[config.mk]
export PLATFORM = sky130hd
export DESIGN_NAME = stored_prog_seq
export DESIGN_NICKNAME = d
export VERILOG_FILES = /design/src/rtl/seq_pkg.sv /design/src/rtl/seq_decode.sv /design/src/rtl/seq_regfile.sv /design/src/rtl/seq_alu.sv /design/src/rtl/stored_prog_seq.sv
export SDC_FILE = /design/constraint.sdc
export NUM_CORES = 1
export LEC_CHECK = 0
export BUFFER_PORTS_ARGS = -buffer_cell sky130_fd_sc_hd__buf_2
export CAP_MARGIN = 10
export CORE_UTILIZATION = 35
export CTS_BUF_LIST = sky130_fd_sc_hd__clkbuf_4
export CTS_CLUSTER_SIZE = 40
export DETAILED_ROUTE_END_ITERATION = 16
export GPL_TIMING_DRIVEN = 0
export PLACE_DENSITY_LB_ADDON = 0.08
export SKIP_LAST_GASP = 1
export SLEW_MARGIN = 20
export SYNTH_ARGS = -nofsm -noshare
export SYNTH_HDL_FRONTEND = slang
export SYNTH_SLANG_ARGS = --single-unit
export TNS_END_PERCENT = 5
[constraint.sdc]
create_clock -name clk -period 5.15 [get_ports clk]
set_clock_uncertainty 0.2 [all_clocks]
set_input_delay 0.2575 -clock clk [delete_from_list [all_inputs] [get_ports clk]]
set_output_delay 0.2575 -clock clk [all_outputs]
set_load 0.01 [all_outputs]
[src/rtl/seq_pkg.sv]
package seq_pkg;
    localparam int WORD_W = 32;
    localparam int ADDR_W = 24;
    localparam int OPC_W  = 4;
    localparam int NREG   = 4;
    localparam int SEL_W  = $clog2(NREG);

    localparam logic [OPC_W-1:0] OPC_ADD  = 4'd0;
    localparam logic [OPC_W-1:0] OPC_SUB  = 4'd1;
    localparam logic [OPC_W-1:0] OPC_OR   = 4'd2;
    localparam logic [OPC_W-1:0] OPC_AND  = 4'd3;
    localparam logic [OPC_W-1:0] OPC_HALT = 4'd15;

    typedef enum logic [2:0] {
        PH_FETCH  = 3'd0,
        PH_DECODE = 3'd1,
        PH_EXEC   = 3'd2,
        PH_STORE  = 3'd3,
        PH_HALT   = 3'd4
    } phase_e;

    typedef struct packed {
        logic [OPC_W-1:0]  opc;
        logic [SEL_W-1:0]  sel_a;
        logic [SEL_W-1:0]  sel_b;
        logic [ADDR_W-1:0] dst;
    } instr_t;

    typedef struct packed {
        phase_e            phase;
        logic [ADDR_W-1:0] pc;
        logic [WORD_W-1:0] ir;
        logic [WORD_W-1:0] opa;
        logic [WORD_W-1:0] opb;
        logic [WORD_W-1:0] res;
    } seq_state_t;
endpackage

[src/rtl/seq_decode.sv]
module seq_decode
    import seq_pkg::*;
(
    input  logic [WORD_W-1:0] word_i,
    output instr_t            fields_o
);
    localparam int OPC_LSB = WORD_W - OPC_W;
    localparam int SA_LSB  = OPC_LSB - SEL_W;
    localparam int SB_LSB  = SA_LSB - SEL_W;

    always_comb begin
        fields_o.opc   = word_i[WORD_W-1:OPC_LSB];
        fields_o.sel_a = word_i[OPC_LSB-1:SA_LSB];
        fields_o.sel_b = word_i[SA_LSB-1:SB_LSB];
        fields_o.dst   = word_i[ADDR_W-1:0];
    end
endmodule

[src/rtl/seq_regfile.sv]
module seq_regfile
    import seq_pkg::*;
#(
    parameter int N = NREG,
    parameter int W = WORD_W,
    localparam int SW = $clog2(N)
) (
    input  logic          clk,
    input  logic          we,
    input  logic [SW-1:0] wsel,
    input  logic [W-1:0]  wval,
    input  logic [SW-1:0] rsel_a,
    input  logic [SW-1:0] rsel_b,
    output logic [W-1:0]  rval_a,
    output logic [W-1:0]  rval_b
);
    logic [W-1:0] cell_q [N];

    for (genvar gi = 0; gi < N; gi++) begin : g_cell
        always_ff @(posedge clk) begin
            if (we && (wsel == SW'(gi))) begin
                cell_q[gi] <= wval;
            end
        end
    end

    assign rval_a = cell_q[rsel_a];
    assign rval_b = cell_q[rsel_b];
endmodule

[src/rtl/seq_alu.sv]
module seq_alu
    import seq_pkg::*;
#(
    parameter int W = WORD_W
) (
    input  logic [OPC_W-1:0] opc_i,
    input  logic [W-1:0]     a_i,
    input  logic [W-1:0]     b_i,
    output logic [W-1:0]     y_o
);
    always_comb begin
        unique case (opc_i)
            OPC_ADD: y_o = a_i + b_i;
            OPC_SUB: y_o = a_i - b_i;
            OPC_OR:  y_o = a_i | b_i;
            OPC_AND: y_o = a_i & b_i;
            default: y_o = '0;
        endcase
    end
endmodule

[src/rtl/stored_prog_seq.sv]
module stored_prog_seq
    import seq_pkg::*;
(
    input  logic              clk,
    input  logic              rst_n,
    input  logic              rf_ld_en,
    input  logic [SEL_W-1:0]  rf_ld_sel,
    input  logic [WORD_W-1:0] rf_ld_val,
    output logic [ADDR_W-1:0] mem_addr,
    output logic              mem_rd,
    output logic              mem_wr,
    output logic [WORD_W-1:0] mem_wdata,
    input  logic [WORD_W-1:0] mem_rdata,
    output logic              halted
);
    localparam logic [ADDR_W-1:0] PC_STEP = ADDR_W'(WORD_W / 8);

    seq_state_t s_d, s_q;

    instr_t            fetched_f, held_f;
    logic [WORD_W-1:0] rf_a, rf_b, alu_y;

    seq_decode u_dec_fetch (.word_i(mem_rdata), .fields_o(fetched_f));
    seq_decode u_dec_held  (.word_i(s_q.ir),    .fields_o(held_f));

    seq_regfile #(.N(NREG), .W(WORD_W)) u_rf (
        .clk    (clk),
        .we     (rf_ld_en && !rst_n),
        .wsel   (rf_ld_sel),
        .wval   (rf_ld_val),
        .rsel_a (fetched_f.sel_a),
        .rsel_b (fetched_f.sel_b),
        .rval_a (rf_a),
        .rval_b (rf_b)
    );

    seq_alu #(.W(WORD_W)) u_alu (
        .opc_i (held_f.opc),
        .a_i   (s_q.opa),
        .b_i   (s_q.opb),
        .y_o   (alu_y)
    );

    always_comb begin
        s_d = s_q;
        unique case (s_q.phase)
            PH_FETCH: begin
                s_d.pc    = s_q.pc + PC_STEP;
                s_d.phase = PH_DECODE;
            end
            PH_DECODE: begin
                s_d.ir    = mem_rdata;
                s_d.opa   = rf_a;
                s_d.opb   = rf_b;
                s_d.phase = (fetched_f.opc == OPC_HALT) ? PH_HALT : PH_EXEC;
            end
            PH_EXEC: begin
                s_d.res   = alu_y;
                s_d.phase = PH_STORE;
            end
            PH_STORE: s_d.phase = PH_FETCH;
            PH_HALT:  s_d.phase = PH_HALT;
            default:  s_d.phase = PH_FETCH;
        endcase
    end

    always_ff @(posedge clk) begin
        if (!rst_n) begin
            s_q <= '{phase: PH_FETCH, default: '0};
        end else begin
            s_q <= s_d;
        end
    end

    assign mem_rd    = rst_n && (s_q.phase == PH_FETCH);
    assign mem_wr    = rst_n && (s_q.phase == PH_STORE);
    assign halted    = rst_n && (s_q.phase == PH_HALT);
    assign mem_addr  = (s_q.phase == PH_STORE) ? held_f.dst : s_q.pc;
    assign mem_wdata = s_q.res;
endmodule

* Word-level counts from Yosys, hierarchy flattened
Memories as Yosys holds them, arrays and structs flattened. A register that Yosys moved wholly into a read port is not among the register bits. Cells that the tools add are included.
Cells by class: $add $sub $neg 3, equality and inequality tests 11, multiplexer cells 21, bitwise gates (word level) 2, reduce and logical (&&, ||, !) cells 17
Operators by type and width (count):
- $pmux 32 s4 | 1
- $mux 32 | 3
- $reduce_or 32->1 | 3
- $add 32x32->32 | 1
- $and 32x32->32 | 1
- $or 32x32->32 | 1
- $sub 32x32->32 | 1
- $add 24x3->24 const B | 1
- $mux 24 | 1
- $pmux 3 s4 | 1
- $mux 1 | 11
- $eq 4x2->1 const B | 2
- $logic_and 1x1->1 | 8
- $eq 3x2->1 const B | 2
- $mux 2 | 3
- $eq 2x2->1 const B | 2
- $eq 4x1->1 const B | 1
- $eq 4x4->1 const B | 1
- $logic_not 4->1 | 1
- $eq 3x1->1 const B | 1
- $eq 3x3->1 const B | 1
- $logic_not 1->1 | 3
- $logic_not 3->1 | 1
- $mux 3 | 1
- other kinds (2) | 2
Word-level totals: flip-flop bits (word level) 91, RAM bits 128, input port bits 69, memories kept 1
Memory list:
- u_rf.cell_q | depth 4, width 32, read ports 2, clocked after Yosys merged registers in 2, write ports 1, line seq_regfile.sv:17 | logic [W-1:0] cell_q [N];

* Longest topological paths before layout
word-level depth 9, gate-level depth with buffers 18, mapped depth without buffers 16

* Hierarchy
From an unflattened synthesis, not the netlist that was laid out.
Second synthesis, totals: cell total of the unflattened synthesis 1528, area total of the unflattened synthesis 15295.9 um^2
Modules (own cells, without submodules):
- stored_prog_seq | instances 1, cells each 753, area each 6045.8 um^2
- seq_regfile | instances 1, cells each 210, area each 5504.0 um^2
- seq_alu | instances 1, cells each 501, area each 3265.6 um^2
- seq_decode | instances 2, cells each 32, area each 240.2 um^2

* Least setup slack after synthesis
Ideal clock, no wire load.
path type reg-to-reg, start point register, netlist name s_q[41], end point register s_q (netlist bit mem_wdata[27]), setup time 0.074 ns, arrival 3.706 ns, data required time 4.876 ns, path slack 1.170 ns, cell stages (with the launch flop) 17, path buffers 1, clock period less this slack 3.980 ns, path through dfxtp_1 -> or3_1 -> or3_4 -> nor3_4 -> and4b_1 -> nand2_2 -> o31ai_2 -> xor2_1 -> ha_1 -> clkbuf_1 -> and3_1 -> nand2_1 -> nor4_1 -> a21o_1 -> nor2_1 -> or3_1 -> a31oi_1
Between the ends: longest elaborated chain between the ends 2, elaborated cells between the ends (all ways) 3, classes of those cells 2 x add/sub; 1 x mux
RTL lines:
- $sub 32x32->32 / $add 32x32->32 (equally long branches) | line seq_alu.sv:14, seq_alu.sv:13
- $pmux 32 s4 * | line seq_alu.sv:12 | unique case (opc_i)
- end signal, assigned | line stored_prog_seq.sv:69 | s_q <= '{phase: PH_FETCH, default: '0};
- end signal, assigned | line stored_prog_seq.sv:71 | s_q <= s_d;
- end, declared | line stored_prog_seq.sv:18 | seq_state_t s_d, s_q;
Every way passes the cells marked *; elsewhere a longest branch is shown, timed or not. A chain may end at the register's enable or synchronous reset.

* Worst setup path after layout
start point register s_q[125] in the netlist's numbering, end point register s_q (netlist bit mem_wdata[30])
Between the ends: longest elaborated chain between the ends 2, elaborated cells between the ends (all ways) 5, classes of those cells 3 x eq/ne; 1 x mux; 1 x reduce/logical
RTL lines (line):
- $eq 4x2->1 (tied with other cells) | seq_alu.sv:12
- $pmux 32 s4 * | seq_alu.sv:12
Marked as above.

==> results.py <==
metrics = {
    "detailed_routing": {
        "wirelength_microns": 39900,
        "first_pass_iters": 6,
        "vias": 10866,
        "wl_per_cell_microns": 18.1,
        "first_iter_violations": 652,
        "final_antenna_net_count": 0,
        "vias_per_cell": 4.93,
        "drc": 0,
    },
    "placed_design": {
        "io_buffers": 124,
        "dpl.cell_count": 1994,
        "dpl.hpwl_microns": 30200,
        "globalplace.congestion": 0.860,
    },
    "pwr": {
        "p_int_mw": 4.04,
        "p_per_area_mw_per_mm2": 333,
        "p_clk_share_pct": 35.2,
        "seq_power_share_pct": 43.2,
        "comb_power_share_pct": 21.6,
        "ir_worst_vdd_v": 0.000134,
        "power_leakage_nw": 6.64,
        "power.switching_mw": 1.72,
        "sw_frac_of_total_pct": 29.9,
    },
    "clock_tree": {
        "root_buffer": "clkbuf_4",
        "htree_levels": 3,
        "clk_latency_ns": 0.75,
        "clk_path_buf_depth": 3,
        "clkSlewWorstSetupHoldPaths_ns": 0.07,
        "clock-sinks": 277,
        "cts_tree": "done",
        "numCtsBuffers": 77,
    },
    "die": {
        "die-area_sq_mm": 0.0412,
        "start_util_pct": 35.5,
        "fp.dieW_microns": 203,
        "io_pins": 128,
        "die_y_microns": 203,
        "core-area_sq_mm": 0.0397,
        "row_count": 73,
    },
    "cells_and_area": {
        "nNetsFinal": 1729,
        "finalNonFillerCells": 2203,
        "fillers": 3908,
        "drive_gt1_share_pct": 23.6,
        "area_delta_synth_final_pct": 22.6,
        "final_common_cell": "nand2_1",
        "layout_common_cells": "236 x nand2_1, 151 x a21oi_1, 149 x dfxtp_1",
        "utilization_pct": 43.6,
    },
    "critical_path": {
        "r2r-end": "mem_wdata[30]$_SDFFE_PN0P_",
        "critical_path_class": "reg -> reg",
        "crit_arrival_ns": 5.36,
        "ff2ff_path_depth": 15,
        "required_ns": 5.55,
        "rr_startpoint": "s_q[125]$_SDFFE_PN0N_",
        "startpoint_type": "register",
        "reg2reg_slack_ns": 0.19,
        "critical_path.max_fanout": 10,
        "worstSetupEndpointType": "register",
    },
    "sta": {
        "slew_headroom_pct": 35.8,
        "setup_viol": 0,
        "drv_slew": 0,
        "tightestPinTransition_ns": 0.956,
        "whs_ns": 0.0795,
        "min_period_ns": 4.96,
        "rsz0062_at_grt": "yes",
        "finalHoldViolCount": 0,
        "fmax_ghz": 0.202,
        "min_period_over_period_pct": 96.2,
    },
    "global_routing": {
        "grt_pass1_vias": 11231,
        "grt_use_total_pct": 19.9,
        "grt_max_degree": 22,
        "grt-ovfl-total": 0,
        "grt_pass1_wl_microns": 62500,
        "grt_antenna_before_repair": 1,
    },
    "synth": {
        "synth-seq-area-share_pct": 48.3,
        "syn_nets": 1442,
        "synth_cells": 1337,
        "syn_avg_cell_area_sq_um": 10.6,
        "synth_edf_count": 128,
        "ys_warn_count": 0,
        "synth-seq-cells": 277,
        "ys_types": 72,
        "synthFlopType": "dfxtp_1",
        "synth_area_sq_mm": 0.0141,
        "synthArstFlopShare_pct": 0,
    },
    "job": {
        "maxCapViolCount": 0,
    },
    "hold_path": {
        "min_path_cells": 2,
        "min_to": "u_rf.cell_q[0][23]$_DFFE_PP_",
        "hp-start": "rf_ld_val[23]",
        "min_path_type": "in -> reg",
    },
    "outcome": {
        "status": "complete, no violations",
    },
}
## cell type report
| type | count | area, sq um | share of cell area (%) |
|---|---|---|---|
| clock inverters | 25 | 185 | 1.07 |
| clock buffers | 107 | 803 | 4.64 |
| inverters | 14 | 52.6 | 0.304 |
| diodes | 1 | 2.50 | 0.0145 |
| multi-input cells | 938 | 6760 | 39.0 |
| well taps | 525 | 657 | 3.79 |
| plain buffers | 108 | 529 | 3.06 |
| repair buffers | 208 | 1500 | 8.67 |
| flip-flops and latches | 277 | 6830 | 39.4 |
## power groups by stage
stage,Clock [mW],Sequential [mW],Combinational (mW)
6_report,2.03,2.49,1.24
3_5_place_dp,0,2.53,1.19
3_3_place_gp,0,2.53,1.19
2_1_floorplan,0,2.51,0.862
4_1_cts,2.11,2.49,1.25
5_1_grt,2.23,2.50,1.38
## metal layers
| layer | share of wire, % | track usage, % | wire (microns) |
|---|---|---|---|
| met5 | 0 | 0 | 0 |
| met4 | 2.0 | 7.38 | 812 |
| met3 | 4.5 | 3.56 | 1800 |
| met2 | 47 | 32.8 | 18700 |
| met1 | 47 | 26.0 | 18600 |
## per-stage QoR
step	cell area (sq um)	setup WS, ns	total power, mW	TNS, ns
global route	17300	-0.150	6.11	-0.177
detailed placement	15500	0.0925	3.73	0
CTS	17300	0.129	5.84	0
global placement	15400	-0.907	3.72	-30.94
finish	17300	0.194	5.76	0
floorplan	14100	1.17	3.37	0
## worst max-delay path, stage by stage (launching register included)
cell       delay [ns]
dfxtp_1          0.40
nor3_4           0.53
nand2_1          0.20
clkbuf_1         0.30
clkbuf_1         0.36
nor2_1           0.17
a21oi_1          0.09
fa_1             0.50
a211oi_1         0.28
nor2_1           0.14
o2111ai_1        0.29
o21a_2           0.27
o21ai_2          0.12
a311oi_2         0.41
mux2i_1          0.18
a2111oi_2        0.35
## cells in the mapped netlist (all sizes together) (8+ instances only)
master	instances	share of area, %
a31oi	8	0.35
xnor2	34	2.1
or3	11	0.56
buf	42	2.0
a21oi	151	5.4
ha	35	3.1
nor3	9	0.48
edfxtp	128	27
o21ai	44	1.6
nand3	13	0.50
maj3	20	1.4
dfxtp	149	21
o22ai	14	0.62
a22oi	20	1.1
nand4	9	0.40
mux2	22	1.8
inv	14	0.37
mux4	64	10
and3	12	0.53
nor2	94	2.6
a21o	10	0.53
xor2	42	2.6
nand2	237	6.3
a222oi	9	0.64
clkbuf	66	1.8
nand2b	8	0.35
## worst max path at each step
stage	slack, ns	startpoint	to	cells past startpoint
after floorplan	1.17	s_q[41]$_SDFFE_PN0N_	mem_wdata[27]$_SDFFE_PN0P_	16
after global placement	-0.91	rst_n	u_rf.cell_q[0][2]$_DFFE_PP_	3
after detailed placement	0.09	s_q[125]$_SDFFE_PN0N_	mem_wdata[30]$_SDFFE_PN0P_	15
after CTS	0.13	s_q[124]$_SDFFE_PN0N_	mem_wdata[29]$_SDFFE_PN0P_	16
after global routing	-0.15	s_q[124]$_SDFFE_PN0N_	mem_wdata[30]$_SDFFE_PN0P_	16
final	0.19	s_q[125]$_SDFFE_PN0N_	mem_wdata[30]$_SDFFE_PN0P_	15
## timing repair
item                                    4_1_cts  5_1_grt
hold endpoints to repair                    266        0
resized for setup                             1        1
endpoints found under the setup margin        1        6
buffers inserted                              0        0
hold buffers                                 76        0
## logic make-up after synthesis
family          after synthesis  share of synthesized area, %
buf+inv                     122                          4.11
simple gates                420                          13.3
xor+xnor                     76                          4.71
compound gates              297                          12.7
flops                       277                          48.3
mux                          89                          12.2
fa+ha+maj                    56                          4.66
## flip-flops by register name, summed over array words and instances, names as in the netlist
signal and count:
mem_wdata 32, s_q 117, u_rf.cell_q 128
No activity file was read; power rests on OpenSTA's default activity.
